$ cat config.mk
export PLATFORM = sky130hd
export DESIGN_NAME = vid_field_gate
export DESIGN_NICKNAME = d
export VERILOG_FILES = /design/src/rtl/vfg_pkg.sv /design/src/rtl/vfg_decide.sv /design/src/rtl/vfg_status.sv /design/src/rtl/vid_field_gate.sv
export SDC_FILE = /design/constraint.sdc
export NUM_CORES = 1
export LEC_CHECK = 0
export ABC_AREA = 1
export BUFFER_PORTS_ARGS = -buffer_cell sky130_fd_sc_hd__buf_4
export CAP_MARGIN = 20
export CORE_MARGIN = 2
export CORE_UTILIZATION = 54
export DETAILED_ROUTE_END_ITERATION = 10
export PLACE_DENSITY = 0.77
export SYNTH_ARGS = -nofsm -noshare
export SYNTH_HDL_FRONTEND = slang
export SYNTH_SLANG_ARGS = --single-unit
export TNS_END_PERCENT = 50
$ cat constraint.sdc
create_clock -name clk -period 3.2 [get_ports clk]
set_input_delay 0.64 -clock clk [delete_from_list [all_inputs] [get_ports clk]]
set_output_delay 0.64 -clock clk [all_outputs]
set_load 0.005 [all_outputs]
$ cat src/rtl/vfg_pkg.sv
// Shared types for the video field capture gate.
// Assumes three completion flags, held in the fixed bit order below.
package vfg_pkg;

    localparam int NUM_FLAGS = 3;
    localparam int FLAG_W    = $clog2(NUM_FLAGS);

    localparam int FLAG_F1  = 0;
    localparam int FLAG_F2  = 1;
    localparam int FLAG_FRM = 2;

    typedef enum logic [1:0] {
        ST_IDLE      = 2'd0,
        ST_CAPTURING = 2'd1,
        ST_GRACE     = 2'd2,
        ST_HALTED    = 2'd3
    } cap_state_e;

endpackage

$ cat src/rtl/vfg_decide.sv
// Per-field capture decision, purely combinational.
// Evaluated with the start-of-field pulse. Picks the capture unit from the
// mode bits, then captures freely, captures under the grace allowance, or halts.
// Assumes the flag and grace inputs are the registered values for this cycle.
module vfg_decide
    import vfg_pkg::*;
(
    input  logic                 cap_en_i,
    input  logic                 cont_i,
    input  logic                 frame_i,
    input  logic                 sel_f1_i,
    input  logic                 sel_f2_i,
    input  logic                 field_i,
    input  logic                 frame_open_i,
    input  logic [NUM_FLAGS-1:0] flag_i,
    input  logic [NUM_FLAGS-1:0] grace_i,
    output logic                 capture_o,
    output logic                 halt_o,
    output cap_state_e           state_o,
    output logic [NUM_FLAGS-1:0] end_mask_o,
    output logic [NUM_FLAGS-1:0] grace_set_o,
    output logic [NUM_FLAGS-1:0] grace_clr_o,
    output logic                 frame_open_o
);

    logic              gated_unit;
    logic [FLAG_W-1:0] unit_idx;

    // Purpose: pick which flag, if any, governs the field now starting.
    always_comb begin
        gated_unit = 1'b0;
        unit_idx   = FLAG_W'(FLAG_F1);
        if (cap_en_i && !cont_i) begin
            if (frame_i) begin
                gated_unit = !field_i;
                unit_idx   = FLAG_W'(FLAG_FRM);
            end else if (field_i) begin
                gated_unit = sel_f2_i;
                unit_idx   = FLAG_W'(FLAG_F2);
            end else begin
                gated_unit = sel_f1_i;
                unit_idx   = FLAG_W'(FLAG_F1);
            end
        end
    end

    // Purpose: turn mode, flag and grace state into the capture verdict.
    always_comb begin
        capture_o    = 1'b0;
        halt_o       = 1'b0;
        state_o      = ST_IDLE;
        end_mask_o   = '0;
        grace_set_o  = '0;
        grace_clr_o  = '0;
        frame_open_o = 1'b0;
        if (cap_en_i && cont_i) begin
            capture_o = 1'b1;
            state_o   = ST_CAPTURING;
        end else if (cap_en_i && frame_i && field_i) begin
            if (frame_open_i) begin
                capture_o            = 1'b1;
                state_o              = ST_CAPTURING;
                end_mask_o[FLAG_FRM] = 1'b1;
            end
        end else if (gated_unit) begin
            if (!flag_i[unit_idx]) begin
                capture_o             = 1'b1;
                state_o               = ST_CAPTURING;
                grace_clr_o[unit_idx] = 1'b1;
            end else if (!grace_i[unit_idx]) begin
                capture_o             = 1'b1;
                state_o               = ST_GRACE;
                grace_set_o[unit_idx] = 1'b1;
            end else begin
                halt_o  = 1'b1;
                state_o = ST_HALTED;
            end
            if (frame_i) begin
                frame_open_o = capture_o;
            end else begin
                end_mask_o[unit_idx] = capture_o;
            end
        end
    end

endmodule

$ cat src/rtl/vfg_status.sv
// Sticky write-one-to-clear completion flags with a shared interrupt pulse.
// A hardware set beats a host clear arriving in the same cycle. The interrupt
// fires one cycle after any flag rises from 0 to 1.
module vfg_status #(
    parameter int N = 3
) (
    input  logic         clk,
    input  logic         rst_n,
    input  logic [N-1:0] set_i,
    input  logic [N-1:0] clr_i,
    output logic [N-1:0] flag_o,
    output logic         irq_o
);

    logic [N-1:0] rise;
    logic         irq_q;

    for (genvar k = 0; k < N; k++) begin : g_flag
        logic bit_q;

        // Purpose: hold one sticky flag, with set taking priority over clear.
        always_ff @(posedge clk) begin
            if (!rst_n) begin
                bit_q <= 1'b0;
            end else begin
                bit_q <= set_i[k] | (bit_q & ~clr_i[k]);
            end
        end

        assign flag_o[k] = bit_q;
        assign rise[k]   = set_i[k] & ~bit_q;

        assert_set_wins_R9: assert property (@(posedge clk) disable iff (!rst_n)
            set_i[k] |=> bit_q);
        assert_clear_works_R9: assert property (@(posedge clk) disable iff (!rst_n)
            (clr_i[k] && !set_i[k]) |=> !bit_q);
    end

    // Purpose: register a one-cycle interrupt for any new flag.
    always_ff @(posedge clk) begin
        if (!rst_n) begin
            irq_q <= 1'b0;
        end else begin
            irq_q <= |rise;
        end
    end

    assign irq_o = irq_q;

    assert_irq_on_rise_R10: assert property (@(posedge clk) disable iff (!rst_n)
        (|(set_i & ~flag_o)) |=> irq_o);
    assert_no_irq_without_rise_R10: assert property (@(posedge clk) disable iff (!rst_n)
        (set_i == '0) |=> !irq_o);

endmodule

$ cat src/rtl/vid_field_gate.sv
// Field-by-field capture gate for an interlaced video capture engine.
// Samples enable and mode at every start-of-field pulse, keeps the grace
// allowance for each flag, and drives capture_active until end of field.
// Assumes sof and eof never pulse in the same cycle.
module vid_field_gate
    import vfg_pkg::*;
(
    input  logic clk,
    input  logic rst_n,
    input  logic cap_en,
    input  logic cont_mode,
    input  logic frame_mode,
    input  logic sel_f1,
    input  logic sel_f2,
    input  logic sof,
    input  logic sof_field,
    input  logic eof,
    input  logic clr_f1_done,
    input  logic clr_f2_done,
    input  logic clr_frame_done,
    output logic capture_active,
    output logic f1_done,
    output logic f2_done,
    output logic frame_done,
    output logic irq
);

    cap_state_e           state_q;
    logic [NUM_FLAGS-1:0] end_mask_q;
    logic [NUM_FLAGS-1:0] grace_q;
    logic                 frame_open_q;
    logic [NUM_FLAGS-1:0] flags;
    logic [NUM_FLAGS-1:0] hw_set;
    logic [NUM_FLAGS-1:0] host_clr;

    logic                 dec_capture;
    logic                 dec_halt;
    cap_state_e           dec_state;
    logic [NUM_FLAGS-1:0] dec_end_mask;
    logic [NUM_FLAGS-1:0] dec_grace_set;
    logic [NUM_FLAGS-1:0] dec_grace_clr;
    logic                 dec_frame_open;

    vfg_decide u_decide (
        .cap_en_i     (cap_en),
        .cont_i       (cont_mode),
        .frame_i      (frame_mode),
        .sel_f1_i     (sel_f1),
        .sel_f2_i     (sel_f2),
        .field_i      (sof_field),
        .frame_open_i (frame_open_q),
        .flag_i       (flags),
        .grace_i      (grace_q),
        .capture_o    (dec_capture),
        .halt_o       (dec_halt),
        .state_o      (dec_state),
        .end_mask_o   (dec_end_mask),
        .grace_set_o  (dec_grace_set),
        .grace_clr_o  (dec_grace_clr),
        .frame_open_o (dec_frame_open)
    );

    assign capture_active = (state_q == ST_CAPTURING) || (state_q == ST_GRACE);

    // Purpose: field-level state, latched at sof and closed at eof.
    always_ff @(posedge clk) begin
        if (!rst_n) begin
            state_q      <= ST_IDLE;
            end_mask_q   <= '0;
            grace_q      <= '0;
            frame_open_q <= 1'b0;
        end else if (sof) begin
            state_q      <= dec_state;
            end_mask_q   <= dec_end_mask;
            grace_q      <= (grace_q & ~dec_grace_clr) | dec_grace_set;
            frame_open_q <= dec_frame_open;
        end else if (eof && capture_active) begin
            state_q    <= ST_IDLE;
            end_mask_q <= '0;
        end
    end

    // Purpose: a unit-ending field raises its flag as the field closes.
    always_comb begin
        hw_set = (eof && !sof && capture_active) ? end_mask_q : '0;
    end

    assign host_clr = {clr_frame_done, clr_f2_done, clr_f1_done};

    vfg_status #(.N(NUM_FLAGS)) u_status (
        .clk    (clk),
        .rst_n  (rst_n),
        .set_i  (hw_set),
        .clr_i  (host_clr),
        .flag_o (flags),
        .irq_o  (irq)
    );

    assign f1_done    = flags[FLAG_F1];
    assign f2_done    = flags[FLAG_F2];
    assign frame_done = flags[FLAG_FRM];

    assert_disabled_field_skipped_R2: assert property (@(posedge clk) disable iff (!rst_n)
        (sof && !cap_en) |=> !capture_active);
    assert_field_runs_to_end_R2: assert property (@(posedge clk) disable iff (!rst_n)
        (capture_active && !eof && !sof) |=> capture_active);
    assert_continuous_captures_R3: assert property (@(posedge clk) disable iff (!rst_n)
        (sof && cap_en && cont_mode) |=> capture_active);
    assert_continuous_no_flag_R3: assert property (@(posedge clk) disable iff (!rst_n)
        (sof && cont_mode) |=> (end_mask_q == '0));
    assert_single_flag_per_field_R4: assert property (@(posedge clk) disable iff (!rst_n)
        sof |=> $onehot0(end_mask_q));
    assert_halt_blocks_capture_R7: assert property (@(posedge clk) disable iff (!rst_n)
        (sof && dec_halt) |=> (!capture_active && state_q == ST_HALTED));
    assert_clear_flag_resumes_R8: assert property (@(posedge clk) disable iff (!rst_n)
        (sof && dec_capture) |=> capture_active);

endmodule

; ---- Word-level counts from Yosys, hierarchy flattened
; Cells that the tools add are included.
[totals]
register_bits = 13
inputBits = 13
out_inout_bits = 5
[op_classes]
n_lt_le_gt_ge = 2
eq_ne = 2
mux = 47
n_bitwise = 19
reduce_logical = 14
[ops]
columns = cell, n
row1 = two-way mux 3 bit, 15
row2 = two-way mux 1 bit, 20
row3 = two-way mux 2 bit, 9
row4 = logical AND 1 bit, 8
row5 = AND 1 bit, 6
row6 = AND 3 bit, 2
row7 = NOT 1 bit, 6
row8 = binary-select mux 1 bit (select 2 bit), 2
row9 = logical NOT 1 bit, 3
row10 = less-than comparator 2 x 3 -> 1 bit (second input constant), 1
row11 = NOT 3 bit, 1
row12 = bitwise OR 1 bit, 3
row13 = bitwise OR 3 bit, 1
row14 = OR reduction 3 bit, 1
row15 = demux 1 bit (select 2 bit), 1
row16 = equality test 2 x 1 -> 1 bit (second input constant), 1
row17 = equality test 2 bit (second input constant), 1
row18 = greater-or-equal comparator 2 x 1 -> 1 bit (second input constant), 1
row19 = nonzero test 2 bit, 1
row20 = logical OR 1 bit, 1

; ---- Logic depth before layout (Yosys ltp)
[logic_depth]
word_depth = 16
ltp_mapped = 11

; ---- Cells and area by module
; From an unflattened synthesis, not the netlist that was laid out.
[hier_totals]
cells_unflattened = 132
area_unflattened_um2 = 839.6
[by_module_without_submodules]
columns = module, instances, cells_each, area_each_um2, seq_area_each_um2
row1 = vid_field_gate, 1, 56, 399.1, 180.2
row2 = vfg_decide, 1, 54, 269.0, 0.0
row3 = vfg_status, 1, 22, 171.4, 80.1

; ---- Worst setup path after synthesis
; No wires, ideal clock.
[synth_path]
path_type = in2reg
start = input port cont_mode
end = register state_q[0]
arrival_time_ps = 1352
required_time_ps = 3082
setup_slack_ps = 1729
path_stages = 10
n_path_buf = 0
path_cell_list = inv_1 -> nand2_2 -> a21oi_1 -> nor2_2 -> nor2_2 -> nand2_1 -> nand2_1 -> nand2_1 -> nand2_1 -> a21oi_2
[synth_between]
elab_chain_len = 11
word_cells_on_any_way = 15
[synth_lines]
columns = item, line
row1 = start: declaration, vid_field_gate.sv:11  ; input logic cont_mode,
row2 = logical NOT 1 bit, vfg_decide.sv:33  ; if (cap_en_i && !cont_i) begin
row3 = logical AND 1 bit, vfg_decide.sv:33
row4 = two-way mux 2 bit, vfg_decide.sv:33
row5 = binary-select mux 1 bit (select 2 bit), vfg_decide.sv:70  ; end else if (!grace_i[unit_idx]) begin
row6 = two-way mux 1 bit (not written as such), vfg_decide.sv:70
row7 = two-way mux 1 bit, vfg_decide.sv:70
row8 = two-way mux 2 bit, vfg_decide.sv:66  ; if (!flag_i[unit_idx]) begin
row9 = two-way mux 2 bit, vfg_decide.sv:65  ; end else if (gated_unit) begin
row10 = two-way mux 2 bit, vfg_decide.sv:59  ; end else if (cap_en_i && frame_i && field_i) begin
row11 = two-way mux 2 bit *, vfg_decide.sv:56  ; if (cap_en_i && cont_i) begin
row12 = two-way mux 2 bit *, vid_field_gate.sv:72  ; end else if (sof) begin
row13 = end signal: assignment, vid_field_gate.sv:73  ; state_q <= dec_state;
row14 = end: declaration, vid_field_gate.sv:28  ; cap_state_e state_q;
; Every way passes the cells marked *; elsewhere a longest branch is shown, timed or not. The select of a mux whose other input is x is not followed.
; A chain may end at the register's enable or synchronous reset.

; ---- Worst setup path in the final report
[layout_path]
start = register state_q[1]
end = output port capture_active
[layout_between]
elab_chain_len = 2
word_cells_on_any_way = 3
[layout_lines]
columns = item, line
row1 = equality test 2 x 1 -> 1 bit / equality test 2 bit (equally long branches), vid_field_gate.sv:63  ; assign capture_active = (state_q == ST_CAPTURING) || (state_q == ST_GRACE);
row2 = logical OR 1 bit *, vid_field_gate.sv:63
row3 = end: declaration, vid_field_gate.sv:21  ; output logic capture_active,
; Every way passes the cells marked *; elsewhere a longest branch is shown, timed or not.

==> metrics.md <==
| Metric | Value |
|---|---|
| Status | `finished, final reports clean` |
| First-pass GRT wire length | `2.801 mm` |
| Final std cells w/o fill | `144` |
| Routed Antenna Nets | `0` |
| First-pass iteration count of the detailed router | `4` |
| # resized after CTS | `0` |
| Synthesized net count | `122` |
| Vias in the first global route | `672` |
| Final Max Slew Viols | `0` |
| Fin crit share | `0.5018` |
| Top FF cell, synth | `dfxtp_1` |
| CP max FO | `2` |
| Clock power frac | `0.323` |
| Area post-placement | `890.9 sq um` |
| Type of the tightest min-delay check | `reg -> reg` |
| Least-Margin Pin Slew | `264.1 ps` |
| Switching Share | `0.2631` |
| Cell taking the most area after synthesis | `dfxtp_1` |
| Critical Path Start | `state_q[1]` |
| Startpoint class of the critical path | `flop` |
| CTS tree | `yes` |
| #FFs+latches synth | `13` |
| Reg-to-Reg Start | `state_q[1]` |
| Hold buffers post-CTS | `0` |
| Placed cells | `140` |
| Combinational Power Share | `0.153` |
| Global router's overall resource usage | `0.2105` |
| RSZ-0062 raised after global routing | `no` |
| Reg-to-reg slack, setup | `1940 ps` |
| Mapped Cells | `109` |
| Internal power | `231.1 uW` |
| HP Start | `grace_q[1]` |
| Sequential power share | `0.524` |
| Synth area leaders | `dfxtp_1, nand2_1, nand3_1, a21oi_1, inv_1` |
| Netlist Area Pre-Place | `755.7 sq um` |
| Worst EP arrival | `970 ps` |
| Finished Cell Area | `917.1 sq um` |
| Worst slew margin | `0.8229` |
| Max-Cap Viols | `0` |
| Initial Util | `0.5808` |
| Top cell type's share of synthesized area | `0.3444` |
| Yosys warns | `0` |
| Setup crit end kind | `output port` |
| Power density over the cells | `341.9 mW/mm^2` |
| Vias per cell | `5.083` |
| CTS Buf Count | `3` |
| Final wirelength | `1.613 mm` |
| Max VDD drop | `0.2389 mV` |
| Min Hold Slack | `461.2 ps` |
| Clock skew | `0.9882 ps` |
| Sequential-to-total area share from yosys stat | `0.3444` |
| Hold Vio Cnt, Final | `0` |
| Remaining global-route overflow | `0` |
| Distinct cells, synth | `23` |
| Die width | `41.41 microns` |
| Clock Sink Count | `13` |
| Area grow syn2layout | `21.36%` |
| Postcts setup bufs | `0` |
| Count leader, synth | `nand2_1` |
| Post-synth EDFFs | `0` |
| NetSw | `82.48 uW` |
| Critical-path cell list | `xor2_1 -> buf_4` |
| Via count | `732` |
| Critical path's slowest cell | `dfxtp_1` |
| Final setup viols | `0` |
| Gpl congestion | `0.8645` |
| Inserted Diodes | `0` |
| Clock Path Buffers | `2` |
| Buffers on Ports | `17` |
| I/O pin cnt | `18` |
| Layout cell share with drive strength beyond 1 | `0.3256` |
| Row cnt | `13` |
| Pre-CTS WS | `1459 ps` |
| WS Path Type | `reg -> out` |
| Worst skew pair latency | `270 ps` |
| Final HPWL DP | `1.260 mm` |
| Post-synth ARST share | `0` |
| F_max | `622.7 MHz` |
| Setup TNS | `0 ps` |
| Antenna violations before repair | `0` |
| Setup ws final | `1594 ps` |
| Core area | `0.001301 sq mm` |
| Clock-pin transition on the worst setup and hold timing paths | `80 ps` |
| Largest net degree at the start of global routing | `11` |
| H-tree Lvls | `1` |
| Fin crit period | `1606 ps` |
| Filler cell count | `115` |
| Avg Cell Area, Syn | `6.933 sq um` |
| Nets | `143` |
| DIE AREA | `0.001715 sq mm` |
| Crit-path max cell delay | `350 ps` |
| Residual DRC | `0` |
| CP Data Required Time | `2560 ps` |
| Clock root buffer | `clkbuf_4` |
| Mean routed wirelength per cell | `11.20 microns` |
| Die H | `41.41 microns` |
| First DRT Iteration DRCs | `31` |
| Static Leak | `0.0004059 uW` |
| Most frequent cells after synthesis | `nand2_1, dfxtp_1, inv_1, nand3_1, a21oi_1` |
power by group through the flow:
| stage | Combinational, uW | Sequential [uW] | Clock [uW] |
|---|---|---|---|
| floorplan | 28.7 | 168 | 0 |
| global placement | 46.7 | 168 | 0 |
| detailed placement | 47.7 | 168 | 0 |
| CTS | 47.8 | 164 | 106 |
| global route | 53.1 | 165 | 112 |
| finish | 48.1 | 164 | 101 |
metal layers:
| metal | global-route usage | vias up | part of all wire |
|---|---|---|---|
| met5 | 0 | - | 0 |
| met4 | 0.05806 | 0 | 0.0025 |
| met3 | 0.06957 | 2 | 0.040 |
| met2 | 0.3438 | 14 | 0.46 |
| met1 | 0.2643 | 325 | 0.49 |
| li1 | - | 391 | - |
worst paths after layout:
| path | cells past startpoint | to |
|---|---|---|
| setup / recovery | 2 | capture_active |
| hold / removal | 2 | grace_q[1] |
| setup reg to reg | 7 | u_status.irq_o |
| hold reg to reg | 2 | grace_q[1] |
layout make-up:
cell class | count | area, sq um | share of cell area
inverters | 18 | 67.56 | 0.07367
multi-input cells | 77 | 416.7 | 0.4543
clock buffers | 4 | 26.28 | 0.02865
well taps | 15 | 18.77 | 0.02046
repair buffers | 17 | 127.6 | 0.1392
flip-flops and latches | 13 | 260.3 | 0.2838
critical path, delay by kind of cell, from the launching register on:
kind / cells / cell delay (ps)
xor gates and xnor gates: 1 / 200
buffers and inverters: 1 / 140
DFF: 1 / 350
state kept, by name (all words and copies together) (netlist names):
name and count:
end_mask_q 3, grace_q 3, u_status.g_flag.bit_q 3, state_q 2, frame_open_q 1, u_status.irq_o 1
logic make-up (layout without fill, tap and decap cells):
family / after synthesis / count (layout) / share of synthesized area
xor+xnor: 1 / 1 / 0.01159
simple gates: 56 / 56 / 0.3825
buf+inv: 19 / 39 / 0.1043
flops: 13 / 13 / 0.3444
compound gates: 20 / 20 / 0.1573
metrics by stage:
stage | power [uW] | util
global placement | 215.0 | 0.6846
global route | 330.2 | 0.7048
detailed placement | 215.9 | 0.6846
CTS | 318.1 | 0.7048
finish | 313.6 | 0.7048
floorplan | 196.6 | -
layout by cell type (no fill, tap or decap), types with 3 or more instances in the layout:
master and instances:
inv_1 11, a21oi_1 10, clkbuf_4 3, nand2_1 27, inv_2 5, nor2_1 3
o21ai_0 3, buf_4 17, nor2_2 6, nand3_1 11, dfxtp_1 13
No activity file was read; power rests on OpenSTA's default activity.
